[config.mk]
export PLATFORM = sky130hd
export DESIGN_NAME = pf_throttle_ctrl
export DESIGN_NICKNAME = d
export VERILOG_FILES = /design/src/rtl/thr_pkg.sv /design/src/rtl/thr_sat_counter.sv /design/src/rtl/thr_judge.sv /design/src/rtl/thr_level_reg.sv /design/src/rtl/pf_throttle_ctrl.sv
export SDC_FILE = /design/constraint.sdc
export NUM_CORES = 1
export LEC_CHECK = 0
export CAP_MARGIN = 15
export CORE_ASPECT_RATIO = 2
export CORE_UTILIZATION = 50
export DETAILED_ROUTE_END_ITERATION = 10
export DONT_BUFFER_PORTS = 1
export HOLD_SLACK_MARGIN = 0.12
export PLACE_DENSITY = 0.74
export SETUP_SLACK_MARGIN = 0.05
export SYNTH_ARGS = -nofsm -noshare
export SYNTH_HDL_FRONTEND = slang
export SYNTH_SLANG_ARGS = --single-unit
[constraint.sdc]
create_clock -name clk -period 12.8 [get_ports clk]
set_input_delay 0.64 -clock clk [delete_from_list [all_inputs] [get_ports clk]]
set_output_delay 0.64 -clock clk [all_outputs]
set_load 0.01 [all_outputs]
[src/rtl/thr_pkg.sv]
package thr_pkg;
  typedef enum logic [1:0] {
    ACT_HOLD = 2'd0,
    ACT_UP   = 2'd1,
    ACT_DOWN = 2'd2
  } act_t;

  localparam int NUM_PF = 2;
  localparam int PF_STR = 0;
  localparam int PF_PTR = 1;
endpackage

[src/rtl/thr_sat_counter.sv]
module thr_sat_counter #(
  parameter int W = 16
) (
  input  logic         clk,
  input  logic         rst_n,
  input  logic         inc,
  input  logic         halve,
  output logic [W-1:0] count
);
  localparam logic [W-1:0] CMAX = '1;

  logic [W-1:0] base;
  logic [W-1:0] count_nxt;
  logic         cnt_en;

  always_comb begin
    base      = halve ? (count >> 1) : count;
    count_nxt = base;
    if (inc && (base != CMAX)) count_nxt = base + W'(1);
    cnt_en    = inc | halve;
  end

  always_ff @(posedge clk or negedge rst_n) begin
    if (!rst_n)      count <= '0;
    else if (cnt_en) count <= count_nxt;
  end

  // a full counter does not wrap
  a_r9_saturate: assert property (@(posedge clk) disable iff (!rst_n)
    (count == CMAX && inc && !halve) |=> (count == CMAX));

  // interval close halves the count
  a_r9_halve: assert property (@(posedge clk) disable iff (!rst_n)
    (halve && !inc) |=> (count == ($past(count) >> 1)));
endmodule

[src/rtl/thr_judge.sv]
module thr_judge
  import thr_pkg::*;
#(
  parameter int W          = 16,
  parameter int DEN        = 10,
  parameter int COV_NUM    = 2,
  parameter int ACC_LO_NUM = 4,
  parameter int ACC_HI_NUM = 7
) (
  input  logic [W-1:0] issued,
  input  logic [W-1:0] useful,
  input  logic [W-1:0] miss,
  input  logic         rival_cov_high,
  output logic         cov_high,
  output act_t         act
);
  localparam int XW = W + 1 + $clog2(DEN + 1);

  logic [XW-1:0] use_x;
  logic [XW-1:0] iss_x;
  logic [XW-1:0] demand_x;
  logic          acc_low;
  logic          acc_high;
  logic          idle;

  always_comb begin
    use_x    = XW'(useful) * XW'(DEN);
    iss_x    = XW'(issued);
    demand_x = XW'(useful) + XW'(miss);
    idle     = (issued == '0);
    cov_high = !idle && (demand_x != '0) && (use_x >= demand_x * XW'(COV_NUM));
    acc_low  = use_x <  iss_x * XW'(ACC_LO_NUM);
    acc_high = use_x >= iss_x * XW'(ACC_HI_NUM);

    if (idle)               act = ACT_HOLD;
    else if (acc_low)       act = ACT_DOWN;
    else if (!acc_high)     act = rival_cov_high ? ACT_DOWN : ACT_UP;
    else if (!cov_high && rival_cov_high) act = ACT_HOLD;
    else                    act = ACT_UP;
  end
endmodule

[src/rtl/thr_level_reg.sv]
module thr_level_reg
  import thr_pkg::*;
#(
  parameter int LW      = 3,
  parameter int MIN_LVL = 0,
  parameter int MAX_LVL = 4,
  parameter int RST_LVL = 3
) (
  input  logic          clk,
  input  logic          rst_n,
  input  logic          apply,
  input  act_t          act,
  output logic [LW-1:0] level
);
  localparam logic [LW-1:0] LO  = LW'(MIN_LVL);
  localparam logic [LW-1:0] HI  = LW'(MAX_LVL);
  localparam logic [LW-1:0] RST = LW'(RST_LVL);

  logic [LW-1:0] level_nxt;

  always_comb begin
    level_nxt = level;
    if (act == ACT_UP && level != HI)   level_nxt = level + LW'(1);
    if (act == ACT_DOWN && level != LO) level_nxt = level - LW'(1);
  end

  always_ff @(posedge clk or negedge rst_n) begin
    if (!rst_n)     level <= RST;
    else if (apply) level <= level_nxt;
  end

  // no movement outside interval close
  a_r4_hold_between: assert property (@(posedge clk) disable iff (!rst_n)
    !apply |=> $stable(level));

  // one step at most
  a_r3_single_step: assert property (@(posedge clk) disable iff (!rst_n)
    apply |=> (level == $past(level)) || (level == $past(level) + LW'(1))
              || (level == $past(level) - LW'(1)));

  // level stays between its end stops
  a_r10_in_range: assert property (@(posedge clk) disable iff (!rst_n)
    (level >= LO) && (level <= HI));
endmodule

[src/rtl/pf_throttle_ctrl.sv]
module pf_throttle_ctrl
  import thr_pkg::*;
#(
  parameter int CNT_W    = 16,
  parameter int INTERVAL = 8192
) (
  input  logic       clk,
  input  logic       rst_n,
  input  logic       str_issue,
  input  logic       str_useful,
  input  logic       ptr_issue,
  input  logic       ptr_useful,
  input  logic       dmd_miss,
  input  logic       l2_evict,
  output logic [2:0] str_level,
  output logic [6:0] str_distance,
  output logic [2:0] str_degree,
  output logic [2:0] ptr_depth
);
  localparam int EW        = (INTERVAL > 2) ? $clog2(INTERVAL) : 1;
  localparam int BASE_DIST = 4;

  logic [EW-1:0]    ev_cnt;
  logic [EW-1:0]    ev_cnt_nxt;
  logic             tick;

  logic [NUM_PF-1:0] issue_v;
  logic [NUM_PF-1:0] useful_v;
  logic [CNT_W-1:0]  iss_cnt [NUM_PF];
  logic [CNT_W-1:0]  use_cnt [NUM_PF];
  logic [CNT_W-1:0]  miss_cnt;
  logic [NUM_PF-1:0] cov_high;
  act_t              act    [NUM_PF];

  assign issue_v  = {ptr_issue, str_issue};
  assign useful_v = {ptr_useful, str_useful};

  // interval pacing
  always_comb begin
    tick       = l2_evict && (ev_cnt == EW'(INTERVAL - 1));
    ev_cnt_nxt = tick ? '0 : ev_cnt + EW'(1);
  end

  always_ff @(posedge clk or negedge rst_n) begin
    if (!rst_n)        ev_cnt <= '0;
    else if (l2_evict) ev_cnt <= ev_cnt_nxt;
  end

  // per-engine counters and judges
  for (genvar p = 0; p < NUM_PF; p++) begin : g_pf
    thr_sat_counter #(.W(CNT_W)) u_iss (
      .clk(clk), .rst_n(rst_n), .inc(issue_v[p]), .halve(tick), .count(iss_cnt[p])
    );
    thr_sat_counter #(.W(CNT_W)) u_use (
      .clk(clk), .rst_n(rst_n), .inc(useful_v[p]), .halve(tick), .count(use_cnt[p])
    );
    thr_judge #(.W(CNT_W)) u_judge (
      .issued(iss_cnt[p]), .useful(use_cnt[p]), .miss(miss_cnt),
      .rival_cov_high(cov_high[NUM_PF-1-p]),
      .cov_high(cov_high[p]), .act(act[p])
    );
  end

  thr_sat_counter #(.W(CNT_W)) u_miss (
    .clk(clk), .rst_n(rst_n), .inc(dmd_miss), .halve(tick), .count(miss_cnt)
  );

  thr_level_reg #(.LW(3), .MIN_LVL(0), .MAX_LVL(4), .RST_LVL(3)) u_str_lvl (
    .clk(clk), .rst_n(rst_n), .apply(tick), .act(act[PF_STR]), .level(str_level)
  );
  thr_level_reg #(.LW(3), .MIN_LVL(1), .MAX_LVL(4), .RST_LVL(4)) u_ptr_lvl (
    .clk(clk), .rst_n(rst_n), .apply(tick), .act(act[PF_PTR]), .level(ptr_depth)
  );

  // stream level to distance / degree
  always_comb begin
    str_distance = 7'(BASE_DIST << str_level);
    if (str_level < 3'd2)       str_degree = 3'd1;
    else if (str_level == 3'd2) str_degree = 3'd2;
    else                        str_degree = 3'd4;
  end

  // an engine with nothing issued never moves
  a_r8_idle_holds: assert property (@(posedge clk) disable iff (!rst_n)
    (tick && iss_cnt[PF_STR] == '0) |=> $stable(str_level));
endmodule

==> out/results.txt <==
Status = completed
GP Congestion = 0.935
Cell Area, Synth = 14200 um2
Dpl hpwl = 33000 um
HP Class = input port to async pin
CP max-delay cell = fa_1
Sink Count = 99
Pin count of the biggest net entering global routing = 98
Synth cell types = 96
Synth-to-Final Area Change = 4.46%
Vias per cell = 6.42
Lkg Pwr = 6.71 nW
Fin Setup TNS = 0 ns
WL/cell = 20.6 um
Cts bufs inserted = 9
Critical R2R Capture = u_str_lvl.level[2]
Slew Limit Fails = 0
Rel. slew slack = 0.314
Die X-Extent = 121 um
Worst Setup SP = g_pf[0].u_iss.count[2]
CTS tree = done
DR pass1 iterations = 7
Sequential share of the synthesized area = 0.174
Share of cells above drive strength 1 = 0.0414
Reg power frac = 0.170
Top_reg_cell synth = dfrtp_1
Cell count after synthesis = 1693
Main combinational cell family by area after synthesis = adder cells
PwrDens = 199 nW/um2
Clk slew on worst S/H paths = 0.09 ns
Compound-Gate Fraction of Synth Area = 0.235
NetSw = 0.00150 W
Adder-Cell Fraction of Synth Area = 0.269
Slowest stage delay, CP = 0.56 ns
CP arrival = 6.65 ns
Total vias in the final route = 13000
Synthesized area per cell = 8.40 um2
Cell taking the most area after synthesis = ha_1
DR iter-0 viols = 722
Final hold viol count = 0
Port buffer count = 0
Antenna-violating nets left = 0
# DRC = 0
Die footprint = 29200 um2
#FFs+latches synth = 99
Clock Power Share = 0.107
Crit path capture type = register
Top post-synthesis cells by count = 248 x ha_1, 154 x nand2_1, 136 x a21oi_1, 110 x nor2_1, 109 x o21ai_0
H-tree Lvls = 3
CP Capture Point = u_str_lvl.level[2]
CTS resizes = 0
Startpoint types = register
Leading post-synthesis cells by cell area = ha_1 22%, dfrtp_1 17%, xnor2_1 5.8%
Pint = 0.00146 W
Worst Path Max Fanout = 7
Register area = 2480 um2
Root buf cell = clkbuf_16
DRT Wirelength = 41700 um
Core Region = 28100 um2
Final nets = 1955
CP dominant cell by count = a21oi_1
Slack of the worst reg-to-reg path = 6.42 ns
Maxcap violations = 0
Xor/xnor share of the synthesized area = 0.0893
Critical Path RT = 13.06 ns
Starting Density = 0.507
Top-area cell type share of the netlist area = 0.218
GR Overflow Total = 0
Post-Synth Simple-Gate Area = 0.176
Final Critical Period = 6.38 ns
Antenna cell count = 0
Switching part of the total = 0.507
Multi-input gate area = 11200 um2
First-pass GRT wire length = 66800 um
Initial antenna violation count = 0
Logic pwr share = 0.724
GRT Total Usage = 0.296
Reg2Reg Launch Point = g_pf[0].u_iss.count[2]
Measured slew at the worst slew-check pin = 1.00 ns
Row count = 87
Clk_lat worst skew = 0.39 ns
Die H = 241 um
Max VDD drop = 0.127 mV
CP Class = register to register
EDFF count, synth = 0
Achievable Freq = 157 MHz
Worst-case reg-to-reg path depth = 25
Top-count cell post-synth = ha_1
Mux contribution to synthesized area = 0.0162
Fill cells = 2681
Io pins = 24
CTS Buffer Depth = 2
Syn. warnings = 0
Ys async rst share = 1.00
Worst Skew = 0.0117 ns
Vias in the first global route = 13100
Total power = 0.00296 W
RSZ-0062 raised after global routing = no
Tcrit/Tclk final = 0.499
Finish-stage setup viols = 0
registers in the layout, summed over array words and instances (netlist names):
signal	count
ev_cnt	13
g_pf.u_iss.count	32
g_pf.u_use.count	32
u_miss.count	16
u_ptr_lvl.level	3
u_str_lvl.level	3
power groups by stage:
stage / sequential (W) / clock [W] / combinational [W]
floorplan: 0.000456 / 0 / 0.00162
global placement: 0.000502 / 0 / 0.00203
detailed placement: 0.000507 / 0 / 0.00211
CTS: 0.000501 / 0.000322 / 0.00213
global route: 0.000516 / 0.000332 / 0.00242
finish: 0.000502 / 0.000316 / 0.00214
worst min path at each step:
stage	from	endpoint	slack, ns	cells after the start
finish	rst_n	g_pf[1].u_iss.count[11]	0.12	1
global route	rst_n	g_pf[1].u_iss.count[9]	0.18	1
CTS	rst_n	g_pf[1].u_iss.count[11]	0.17	1
detailed placement	rst_n	g_pf[1].u_iss.count[9]	0.35	0
global placement	rst_n	g_pf[1].u_iss.count[9]	0.35	0
floorplan	rst_n	ev_cnt[0]	0.34	0
worst max-delay path: cells and delay by family (launching register included):
kind | cells | cell delay (ns)
AOI/OAI and AO/OA | 15 | 3.46
xor gates and xnor gates | 3 | 0.50
and+or+nand+nor | 3 | 0.41
DFF | 1 | 0.49
adders and majority gates | 4 | 1.39
repair_timing:
item	in CTS	in global routing
hold endpoints to repair	97	0
buffers inserted	0	0
endpoints found under the setup margin	0	0
hold buffers	2	0
final cells by class:
| class | instances | share of cell area |
|---|---|---|
| repair buffers | 8 | 0.00556 |
| multi-input cells | 1457 | 0.753 |
| well taps | 356 | 0.0300 |
| clock buffers | 9 | 0.0152 |
| flip-flops and latches | 99 | 0.167 |
| inverters | 88 | 0.0222 |
| clock inverters | 7 | 0.00690 |
metrics by stage:
step                      setup slack, ns  std cells  hold slack (ns)  area, um2   util
after global placement               6.68       2006            0.346      14500  0.516
after floorplan                      7.35       1694            0.344      14200      -
final                                6.42       2024            0.123      14900  0.529
after global routing                 5.98       2024            0.178      14900  0.529
after CTS                            6.53       2024            0.165      14900  0.529
after detailed placement             6.54       2006            0.346      14500  0.516
per-layer routing:
metal | global-route usage | part of all wire | vias to the layer above
li1 | - | - | 6183
met1 | 0.272 | 0.33 | 6213
met2 | 0.545 | 0.52 | 386
met3 | 0.0371 | 0.035 | 220
met4 | 0.294 | 0.11 | 0
met5 | 0 | 0 | -
logic make-up after synthesis:
kind of cell,after synthesis
AOI/OAI and AO/OA,503
and+or+nand+nor,501
adders and majority gates,284
xor gates and xnor gates,145
buffers and inverters,138
DFF,99
muxes,22
other,1
cell usage in the layout (no fill, tap or decap), drive strengths merged, types with 15 or more instances in the layout:
cell    netlist  layout
dfrtp        96      96
a21oi       138     138
nand2       156     156
nand2b       17      17
nor3         34      34
o21a         27      27
nand4        32      32
xnor2        95      95
a31oi        15      15
inv          88      92
nor2        112     112
nand3        55      55
ha          248     248
o21ai       117     117
xor2         50      50
and2         20      20
a21o         37      37
a211oi       31      31
fa           36      36
(Power assumes the default switching activity.)
